`src/rtl/mpu_slv_pkg.sv`:
```
package mpu_slv_pkg;

    typedef enum logic [1:0] {
        ST_IDLE = 2'd0,
        ST_REQ  = 2'd1,
        ST_DONE = 2'd2
    } acc_state_t;

    function automatic logic any_low(input logic [1:0] v_n);
        return (v_n != 2'b11);
    endfunction

endpackage

```
`src/rtl/mpu_in_sync.sv`:
```
module mpu_in_sync #(
    parameter int ADDR_W = 21,
    parameter int LANES  = 2
) (
    input  logic              clk,
    input  logic              rst_n,
    input  logic              cs_n,
    input  logic              space,
    input  logic [ADDR_W-1:0] addr,
    input  logic [LANES-1:0]  rd_n,
    input  logic [LANES-1:0]  wr_n,
    output logic              s_cs_n,
    output logic              s_space,
    output logic [ADDR_W-1:0] s_addr,
    output logic [LANES-1:0]  s_rd_n,
    output logic [LANES-1:0]  s_wr_n
);

    always_ff @(posedge clk or negedge rst_n) begin
        if (!rst_n) begin
            s_cs_n  <= 1'b1;
            s_space <= 1'b0;
            s_addr  <= '0;
            s_rd_n  <= '1;
            s_wr_n  <= '1;
        end else begin
            s_cs_n  <= cs_n;
            s_space <= space;
            s_addr  <= addr;
            s_rd_n  <= rd_n;
            s_wr_n  <= wr_n;
        end
    end

endmodule

```
`src/rtl/mpu_acc_fsm.sv`:
```
module mpu_acc_fsm
    import mpu_slv_pkg::*;
#(
    parameter int ADDR_W = 21,
    parameter int LANES  = 2,
    localparam int DATA_W = LANES * 8
) (
    input  logic              clk,
    input  logic              rst_n,
    input  logic              s_cs_n,
    input  logic              s_space,
    input  logic [ADDR_W-1:0] s_addr,
    input  logic [LANES-1:0]  s_rd_n,
    input  logic [LANES-1:0]  s_wr_n,
    input  logic [DATA_W-1:0] bus_din,
    input  logic              req_ready,
    input  logic [DATA_W-1:0] req_rdata,
    output logic              req_valid,
    output logic              req_write,
    output logic              req_space,
    output logic [ADDR_W-1:0] req_addr,
    output logic [LANES-1:0]  req_be,
    output logic [DATA_W-1:0] req_wdata,
    output logic [DATA_W-1:0] rdata_q,
    output logic              wait_out_n
);

    acc_state_t state, state_nx;
    logic       seen_access;
    logic       seen_idle;
    logic       seen_write;

    assign seen_write  = (s_wr_n != '1);
    assign seen_access = !s_cs_n && (seen_write || (s_rd_n != '1));
    assign seen_idle   = (s_rd_n == '1) && (s_wr_n == '1);

    always_comb begin
        state_nx = state;
        unique case (state)
            ST_IDLE: if (seen_access) state_nx = ST_REQ;
            ST_REQ:  if (req_ready)   state_nx = ST_DONE;
            ST_DONE: if (seen_idle)   state_nx = ST_IDLE;
            default: state_nx = ST_IDLE;
        endcase
    end

    always_ff @(posedge clk or negedge rst_n) begin
        if (!rst_n) state <= ST_IDLE;
        else        state <= state_nx;
    end

    always_ff @(posedge clk or negedge rst_n) begin
        if (!rst_n) begin
            req_write <= 1'b0;
            req_space <= 1'b0;
            req_addr  <= '0;
            req_be    <= '0;
            req_wdata <= '0;
            rdata_q   <= '0;
        end else begin
            if (state == ST_IDLE && seen_access) begin
                req_write <= seen_write;
                req_space <= s_space;
                req_addr  <= s_addr;
                req_be    <= seen_write ? ~s_wr_n : ~s_rd_n;
                req_wdata <= bus_din;
            end
            if (state == ST_REQ && req_ready) begin
                rdata_q <= req_rdata;
            end
        end
    end

    assign req_valid  = (state == ST_REQ);
    assign wait_out_n = (state == ST_DONE);

    a_r3_req_held: assert property (@(posedge clk) disable iff (!rst_n)
        (req_valid && !req_ready) |=> (req_valid && $stable(req_addr) && $stable(req_be)
                                       && $stable(req_write) && $stable(req_wdata)));

    a_r4_wait_after_ready: assert property (@(posedge clk) disable iff (!rst_n)
        (req_valid && req_ready) |=> wait_out_n);

    a_r4_wait_low_pending: assert property (@(posedge clk) disable iff (!rst_n)
        req_valid |-> !wait_out_n);

    a_r9_no_reissue: assert property (@(posedge clk) disable iff (!rst_n)
        (wait_out_n && !seen_idle) |=> !req_valid);

endmodule

```
`src/rtl/mpu_pad_ctl.sv`:
```
module mpu_pad_ctl #(
    parameter int LANES = 2,
    localparam int DATA_W = LANES * 8
) (
    input  logic              clk,
    input  logic              rst_n,
    input  logic              cs_n,
    input  logic [LANES-1:0]  rd_n,
    input  logic [LANES-1:0]  wr_n,
    input  logic [DATA_W-1:0] rdata_q,
    output logic [DATA_W-1:0] dout,
    output logic [LANES-1:0]  doe,
    output logic              wait_oe
);

    assign wait_oe = !cs_n && ((rd_n != '1) || (wr_n != '1));

    for (genvar g = 0; g < LANES; g++) begin : g_lane
        assign doe[g]           = !cs_n && !rd_n[g];
        assign dout[g*8 +: 8]   = rdata_q[g*8 +: 8];

        a_r7_lane_oe: assert property (@(posedge clk) disable iff (!rst_n)
            doe[g] |-> (wait_oe && !rd_n[g]));
    end

endmodule

```
`src/rtl/mpu_wait_slave.sv`:
```
module mpu_wait_slave #(
    parameter int ADDR_W = 21,
    parameter int LANES  = 2,
    localparam int DATA_W = LANES * 8
) (
    input  logic              clk,
    input  logic              rst_n,
    input  logic              bus_cs_n,
    input  logic              bus_space,
    input  logic [ADDR_W-1:0] bus_addr,
    input  logic              bus_rd_lo_n,
    input  logic              bus_rd_hi_n,
    input  logic              bus_wr_lo_n,
    input  logic              bus_wr_hi_n,
    input  logic [DATA_W-1:0] bus_din,
    output logic [DATA_W-1:0] bus_dout,
    output logic [LANES-1:0]  bus_doe,
    output logic              wait_out_n,
    output logic              wait_oe,
    output logic              req_valid,
    output logic              req_write,
    output logic              req_space,
    output logic [ADDR_W-1:0] req_addr,
    output logic [LANES-1:0]  req_be,
    output logic [DATA_W-1:0] req_wdata,
    input  logic              req_ready,
    input  logic [DATA_W-1:0] req_rdata
);

    logic [LANES-1:0]  rd_n, wr_n, s_rd_n, s_wr_n;
    logic              s_cs_n, s_space;
    logic [ADDR_W-1:0] s_addr;
    logic [DATA_W-1:0] rdata_q;

    assign rd_n = {bus_rd_hi_n, bus_rd_lo_n};
    assign wr_n = {bus_wr_hi_n, bus_wr_lo_n};

    mpu_in_sync #(.ADDR_W(ADDR_W), .LANES(LANES)) u_sync (
        .clk(clk), .rst_n(rst_n),
        .cs_n(bus_cs_n), .space(bus_space), .addr(bus_addr),
        .rd_n(rd_n), .wr_n(wr_n),
        .s_cs_n(s_cs_n), .s_space(s_space), .s_addr(s_addr),
        .s_rd_n(s_rd_n), .s_wr_n(s_wr_n)
    );

    mpu_acc_fsm #(.ADDR_W(ADDR_W), .LANES(LANES)) u_fsm (
        .clk(clk), .rst_n(rst_n),
        .s_cs_n(s_cs_n), .s_space(s_space), .s_addr(s_addr),
        .s_rd_n(s_rd_n), .s_wr_n(s_wr_n),
        .bus_din(bus_din),
        .req_ready(req_ready), .req_rdata(req_rdata),
        .req_valid(req_valid), .req_write(req_write), .req_space(req_space),
        .req_addr(req_addr), .req_be(req_be), .req_wdata(req_wdata),
        .rdata_q(rdata_q), .wait_out_n(wait_out_n)
    );

    mpu_pad_ctl #(.LANES(LANES)) u_pad (
        .clk(clk), .rst_n(rst_n),
        .cs_n(bus_cs_n), .rd_n(rd_n), .wr_n(wr_n),
        .rdata_q(rdata_q), .dout(bus_dout), .doe(bus_doe), .wait_oe(wait_oe)
    );

    a_r2_wait_driven_pending: assert property (@(posedge clk) disable iff (!rst_n)
        (req_valid && !bus_cs_n && (rd_n != 2'b11 || wr_n != 2'b11)) |-> (wait_oe && !wait_out_n));

endmodule

```
`config.mk`:
```
export PLATFORM = sky130hd
export DESIGN_NAME = mpu_wait_slave
export DESIGN_NICKNAME = d
export VERILOG_FILES = /design/src/rtl/mpu_slv_pkg.sv /design/src/rtl/mpu_in_sync.sv /design/src/rtl/mpu_acc_fsm.sv /design/src/rtl/mpu_pad_ctl.sv /design/src/rtl/mpu_wait_slave.sv
export SDC_FILE = /design/constraint.sdc
export NUM_CORES = 1
export LEC_CHECK = 0
export ABC_AREA = 1
export BUFFER_PORTS_ARGS = -buffer_cell sky130_fd_sc_hd__buf_4
export CAP_MARGIN = 40
export CORE_ASPECT_RATIO = 0.9
export CORE_MARGIN = 2
export CORE_UTILIZATION = 40
export DETAILED_ROUTE_END_ITERATION = 16
export PLACE_DENSITY = 0.74
export SYNTH_ARGS = -nofsm -noshare
export SYNTH_HDL_FRONTEND = slang
export SYNTH_SLANG_ARGS = --single-unit
```
`constraint.sdc`:
```
create_clock -name clk -period 1.2 [get_ports clk]
set_input_delay 0.24 -clock clk [delete_from_list [all_inputs] [get_ports clk]]
set_output_delay 0.24 -clock clk [all_outputs]
set_load 0.02 [all_outputs]
```
==> results of run 1 <==
==> final timing paths <==
check                                               end                          from  cells past startpoint  slack (ps)
max reg2reg                 u_fsm.req_space$_DFFE_PN0P_    u_fsm.state[1]$_DFFE_PN0P_                      8        -150
max in group asynchronous    u_sync.s_rd_n[0]$_DFF_PN1_                         rst_n                      3         420
min in group asynchronous   u_fsm.req_write$_DFFE_PN0P_                         rst_n                      2         270
max                         u_fsm.req_space$_DFFE_PN0P_    u_fsm.state[1]$_DFFE_PN0P_                      8        -150
min reg2reg                u_fsm.rdata_q[4]$_DFFE_PN0P_  u_fsm.rdata_q[4]$_DFFE_PN0P_                      2         480
min                        u_fsm.rdata_q[7]$_DFFE_PN0P_                  req_rdata[7]                      3         120
==> cell type report <==
class,count,area share (%)
inverters,7,0.5035
multi-input cells,191,19.20
well taps,96,2.302
repair buffers,183,33.06
flip-flops and latches,86,41.36
clock buffers,12,2.973
clock inverters,4,0.5994
==> tightest hold or removal path, cell delays in order <==
cell and delay (ps):
buf_4 80, nand3_1 60, nand2_1 60
==> where the power goes <==
part	total (W)	switching (W)	internal [W]
combinational	0.00589	0.00311	0.00278
clock	0.00186	0.000988	0.000874
sequential	0.00456	0.000672	0.00389
==> per-layer routing <==
metal / up-vias / global-route usage, % / wire, um
li1: 1310 / - / -
met1: 1293 / 24.86 / 3629
met2: 93 / 33.42 / 4189
met3: 9 / 6.225 / 498
met4: 0 / 5.429 / 109
met5: - / 0 / 0
==> cell families after synthesis <==
family / after synthesis / share of synthesized area, %
AOI/OAI and AO/OA: 2 / 0.3187
buffers and inverters: 23 / 4.545
DFF: 86 / 68.78
and+or+nand+nor: 189 / 26.36
==> cells in the mapped netlist (all sizes together) <==
| cell | count | share of area (%) |
|---|---|---|
| nand2 | 126 | 16 |
| a21oi | 1 | 0.16 |
| nor2 | 5 | 1.4 |
| buf | 16 | 3.7 |
| and3 | 1 | 0.20 |
| dfrtp | 81 | 65 |
| inv | 7 | 0.84 |
| dfstp | 5 | 4.2 |
| nand3 | 57 | 9.1 |
| o21ai | 1 | 0.16 |
==> flip-flops by register name, summed over array words and instances (netlist names) <==
register and flops:
u_fsm.req_addr 21, u_fsm.req_wdata 16, u_fsm.rdata_q 16, u_fsm.req_be 2
u_sync.s_space 1, u_fsm.req_space 1, u_sync.s_cs_n 1, u_sync.s_addr 21
u_sync.s_wr_n 2, u_sync.s_rd_n 2, u_fsm.state 2, u_fsm.req_write 1
==> per-stage QoR <==
stage	std cells	worst slack [ps]	utilization [%]	setup TNS [ps]	power, W
2_1_floorplan	300	49.45	-	0	0.007044
3_3_place_gp	518	13.74	56.09	0	0.009191
3_5_place_dp	518	-19.33	56.09	-224.6	0.009305
4_1_cts	575	-127.2	66.91	-3775	0.01195
5_1_grt	579	-207.9	68.83	-6188	0.01304
6_report	579	-153.7	68.83	-3585	0.01232
==> what timing repair did <==
item / 4_1_cts / 5_1_grt
resized for setup: 32 / 39
gates cloned: 5 / 2
pin swaps: 6 / 9
endpoints found under the hold margin: 104 / 1
hold buffers: 27 / 1
setup buffers: 9 / 4
endpoints found under the setup margin: 43 / 51
==> results.ini, run 1 <==
[placed_design]
gp_congestion = 0.7782
portBuffers = 123
place_area_um2 = 4253
dp_hpwl_um = 5193

[power_and_ir_drop]
powerDensity_nw_per_um2 = 2360
cellLeakagePower_nw = 2.737
max-vdd-ir-drop_mv = 1.183

[clock_tree]
numClockSinks = 86
root_buffer = clkbuf_8
clockBufferDepth = 2
numCtsBuffers = 9
clk_pin_slew_ps = 80
clk_latency_ps = 350
h-tree-depth = 3
cts_tree = yes

[cells_and_area]
diodes = 0
final_nets = 540
n_fill_cell = 584
layout_commonest_cell = buf_4
regArea_um2 = 2158
drive_gt1_share_pct = 44.51
final_cell_mix = 126 x buf_4, 101 x nand2_1, 81 x dfrtp_1
area_growth_pct = 66.31
multi_input_area_um2 = 1002
fin_area_um2 = 5219

[worst_setup_path]
required_ps = 1440
crit_family = flip-flops
cp_num_buf_inv = 3
crit_arrival_ps = 1600
crit_path_frequent_cell = buf_12
path_class = reg2reg
path_cells = inv_2, nand2_4, nor2_8, nand2_8, buf_12, buf_12, nand2_2, nand2_1
slowest_delay_ps = 430
path_max_fanout = 7
endpoint_kind = register
cp_slowest_cell = dfrtp_1
start_kind = register

[logic_synthesis]
synth_fp_nets = 362
seq_area_frac_synth_pct = 68.78
syn_avg_cell_area_um2 = 10.46
syn-cell-area_um2 = 3138
ys_ff_latch = 86
synth_warnings = 0
ys_types = 17
synth_cells = 300

[timing]
slew_headroom_pct = 84.58
drv_slew = 0
worst-slew-pin-transition_ps = 231.3
period_share_pct = 112.8
holdWs_ps = 124.3
skew_ps = 6.278
timing.final.hold_violations = 0
rsz0062_at_grt = true
fmax_mhz = 738.7
setup_violations = 44
setup_ws_ps = -153.7
period_needed_ps = 1354

[floorplan]
fp.dieArea_um2 = 8571
coreArea_um2 = 7582
fp.dieH_um = 88.03
io_pins = 124
row_count = 30
initial_core_util_pct = 41.39
die_w_um = 97.37

[detailed_routing]
finalWirelength_um = 8427
drc = 0
vias = 2705
dr.pass1.iters = 4
drt_iter0_markers = 120
drt-wirelength-per-cell_um = 14.55
drtAntennaViolNets = 0
routed_via_density = 4.672

[run_status]
status = finished with violations
violations = setup timing

[global_route]
grt_pass1_wl_um = 13050
grt_max_degree = 34
grt_overflow = 0
grtUsageTotal_pct = 19.70
antenna_found_initial = 0
grt_pass1_vias = 2675

[job]
max_cap_viol_count = 0

[min_path]
hp-class = in2reg

No activity file was read; power rests on OpenSTA's default activity.
==> run 2, diff against run 1 <==
--- a/config.mk
+++ b/config.mk
@@ -8,7 +8,7 @@
 export ABC_AREA = 1
 export BUFFER_PORTS_ARGS = -buffer_cell sky130_fd_sc_hd__buf_4
 export CAP_MARGIN = 40
-export CORE_ASPECT_RATIO = 0.9
+export CORE_ASPECT_RATIO = 2
 export CORE_MARGIN = 2
 export CORE_UTILIZATION = 40
 export DETAILED_ROUTE_END_ITERATION = 16
==> run 2 against run 1 <==
  * The run still ends with setup timing left
  * Sequential power grew 2%
  * Final cell count shrank 5.5%
  * Combinational power grew 5.6%
  * Global-route usage shrank 0.60 points
  * Critical path depth shrank 5
  * Critical path type is now reg2out
==> results.ini, run 2 (synthesis gave the netlist of run 1 again) <==
[cells_and_area]
area_growth_pct = 64.31
n_fill_cell = 564  ; -3.4%
layout_commonest_cell = buf_4
multi_input_area_um2 = 1185  ; +18%
final_nets = 511  ; -5.4%
diodes = 0  ; unchanged
final_cell_mix = 127 x buf_4, 81 x dfrtp_1, 77 x nand2_1
drive_gt1_share_pct = 55.19  ; +11 points
regArea_um2 = 2158  ; unchanged
final_core_util_pct = 67.84  ; -0.99 points
largestRegisters = u_fsm.req_addr x21, u_sync.s_addr x21

[timing]
setup_ws_ps = -127.7  ; +25.99 ps
worst-slew-pin-transition_ps = 254.4  ; +23.04 ps
fmax_mhz = 753.2  ; +2.0%
slew_headroom_pct = 83.04  ; -1.5 points
skew_ps = 7.224  ; +0.9456 ps
rsz0062_at_grt = true
period_needed_ps = 1328  ; -25.99 ps
timing.final.hold_violations = 0  ; unchanged
setup_violations = 43  ; -2.3%
drv_slew = 0  ; unchanged
period_share_pct = 110.6  ; -2.2 points

[clock_tree]
root_buffer = clkbuf_16
clk_latency_ps = 330  ; -20 ps
clk_pin_slew_ps = 60  ; -20 ps
numCtsBuffers = 9  ; unchanged
numClockSinks = 86  ; unchanged
cts_tree = yes
h-tree-depth = 3  ; unchanged
clockBufferDepth = 2  ; unchanged

[worst_setup_path]
path_cells = buf_6, nor2_4, buf_6
required_ps = 960  ; -480 ps
path_max_fanout = 2  ; -5
crit_arrival_ps = 1090  ; -510 ps
crit_path_frequent_cell = buf_6
slowest_delay_ps = 400  ; -30 ps
cp_slowest_cell = dfrtp_1
r2r_cells = 7  ; -1
endpoint_kind = output pin
path_class = reg2out
start_kind = register

[placed_design]
portBuffers = 123  ; unchanged
dp_hpwl_um = 5331  ; +2.7%
dp_slack_ps = -46.25  ; -26.92 ps
gp_congestion = 0.7827  ; +0.58%

[power_and_ir_drop]
max-vdd-ir-drop_mv = 1.252  ; +5.8%
p_clk_share_pct = 18.3  ; +3.2 points
internal_power_w = 0.008136  ; +7.8%
seq_power_share_pct = 35.0  ; -2.0 points
power_switching_share_pct = 38.91  ; +0.19 points
cellLeakagePower_nw = 2.681  ; -2.0%
powerDensity_nw_per_um2 = 2583  ; +9.4%
power_switching_w = 0.005181  ; +8.6%
finalPower_w = 0.01332  ; +8.1%
comb_power_share_pct = 46.7  ; -1.1 points

[min_path]
hp-class = in2reg
hold_depth = 1  ; -2

[detailed_routing]
routed_via_density = 4.931  ; +5.5%
drt_iter0_markers = 150  ; +25%
dr.pass1.iters = 4  ; unchanged
drc = 0  ; unchanged
drtAntennaViolNets = 0  ; unchanged
vias = 2697  ; -0.30%
drt-wirelength-per-cell_um = 16.89  ; +16%
finalWirelength_um = 9237  ; +9.6%

[floorplan]
coreArea_um2 = 7601  ; +0.25%
io_pins = 124  ; unchanged
initial_core_util_pct = 41.28  ; -0.10 points
row_count = 45  ; +50%
fp.dieArea_um2 = 8613  ; +0.49%
fp.dieH_um = 129.3  ; +47%
die_w_um = 66.63  ; -32%

[run_status]
status = finished with violations
violations = setup timing

[job]
max_cap_viol_count = 0  ; unchanged

[global_route]
grt_max_degree = 49  ; +44%
grtUsageTotal_pct = 19.10  ; -0.60 points
antenna_found_initial = 0  ; unchanged
grt_pass1_vias = 2565  ; -4.1%
grt_pass1_wl_um = 12150  ; -6.9%
grt_overflow = 0  ; unchanged

-- run 2: changes by cell type in the layout (fill, tap and decap cells not counted), moves of 7 or more --
cell and delta:
nand2_4 +7, nand2_1 -24, clkbuf_8 -11, clkbuf_16 +13, nand2_2 +18, nand3_2 +15, dlygate4sd3_1 -25, nand3_1 -17
-- run 2: cell type report --
type | instances | area share, %
timing repair buffer | 154 | 27.40
inverter | 7 | 0.5096
multi-input combinational | 191 | 22.98
tap | 94 | 2.281
clock inverter | 5 | 0.5339
clock buffer | 10 | 4.441
sequential | 86 | 41.86
-- run 2: power by group through the flow --
stage	Clock (W)	Combinational, W	Sequential [W]
2_1_floorplan	0	0.00149	0.00555
6_report	0.00244	0.00622	0.00466
3_5_place_dp	0	0.00479	0.00452
3_3_place_gp	0	0.00467	0.00448
4_1_cts	0.00249	0.00496	0.00448
5_1_grt	0.00260	0.00667	0.00477
-- run 2: what timing repair did --
action                                  CTS  global route
gates cloned                              1            10
endpoints found under the setup margin   42            52
hold buffers                              3             0
resized for setup                         8            95
buffers inserted                          1             4
endpoints found under the hold margin    35             0
pin swaps                                 1            27
-- run 2: per-layer routing --
| layer | wire [um] | vias up | track usage [%] | part of all wire [%] |
|---|---|---|---|---|
| met4 | 359 | 0 | 11.64 | 3.9 |
| met5 | 0 | - | 0 | 0 |
| li1 | - | 1253 | - | - |
| met2 | 5456 | 95 | 34.00 | 59 |
| met1 | 3050 | 1323 | 20.12 | 33 |
| met3 | 370 | 26 | 3.646 | 4.0 |
-- run 2: worst max-delay path, delay by kind of cell (launching register included) --
family                 cells  cell delay, ps
flip-flops                 1             400
buffers and inverters      2             260
AND/OR/NAND/NOR            1             100
-- run 2: final timing paths --
kind,end,slack [ps],start
max,req_valid,-130,u_fsm.state[1]$_DFFE_PN0P_
min,u_sync.s_addr[9]$_DFF_PN0_,10,bus_addr[9]
max reg2reg,u_fsm.req_addr[14]$_DFFE_PN0P_,-120,u_fsm.state[0]$_DFFE_PN0P_
min reg2reg,u_fsm.rdata_q[2]$_DFFE_PN0P_,480,u_fsm.rdata_q[2]$_DFFE_PN0P_
max in group asynchronous,u_sync.s_addr[13]$_DFF_PN0_,410,rst_n
min in group asynchronous,u_sync.s_space$_DFF_PN0_,300,rst_n
-- run 2: stage by stage --
step | cell area (um^2) | setup TNS, ps | instances | hold WS [ps]
floorplan | 3138 | 0 | 300 | -55.59
global placement | 4228 | 0 | 513 | 94.80
detailed placement | 4228 | -989.9 | 513 | 95.19
CTS | 4576 | -1404 | 533 | 0.06564
global route | 5156 | -7468 | 547 | 0.3989
finish | 5156 | -3517 | 547 | 9.822
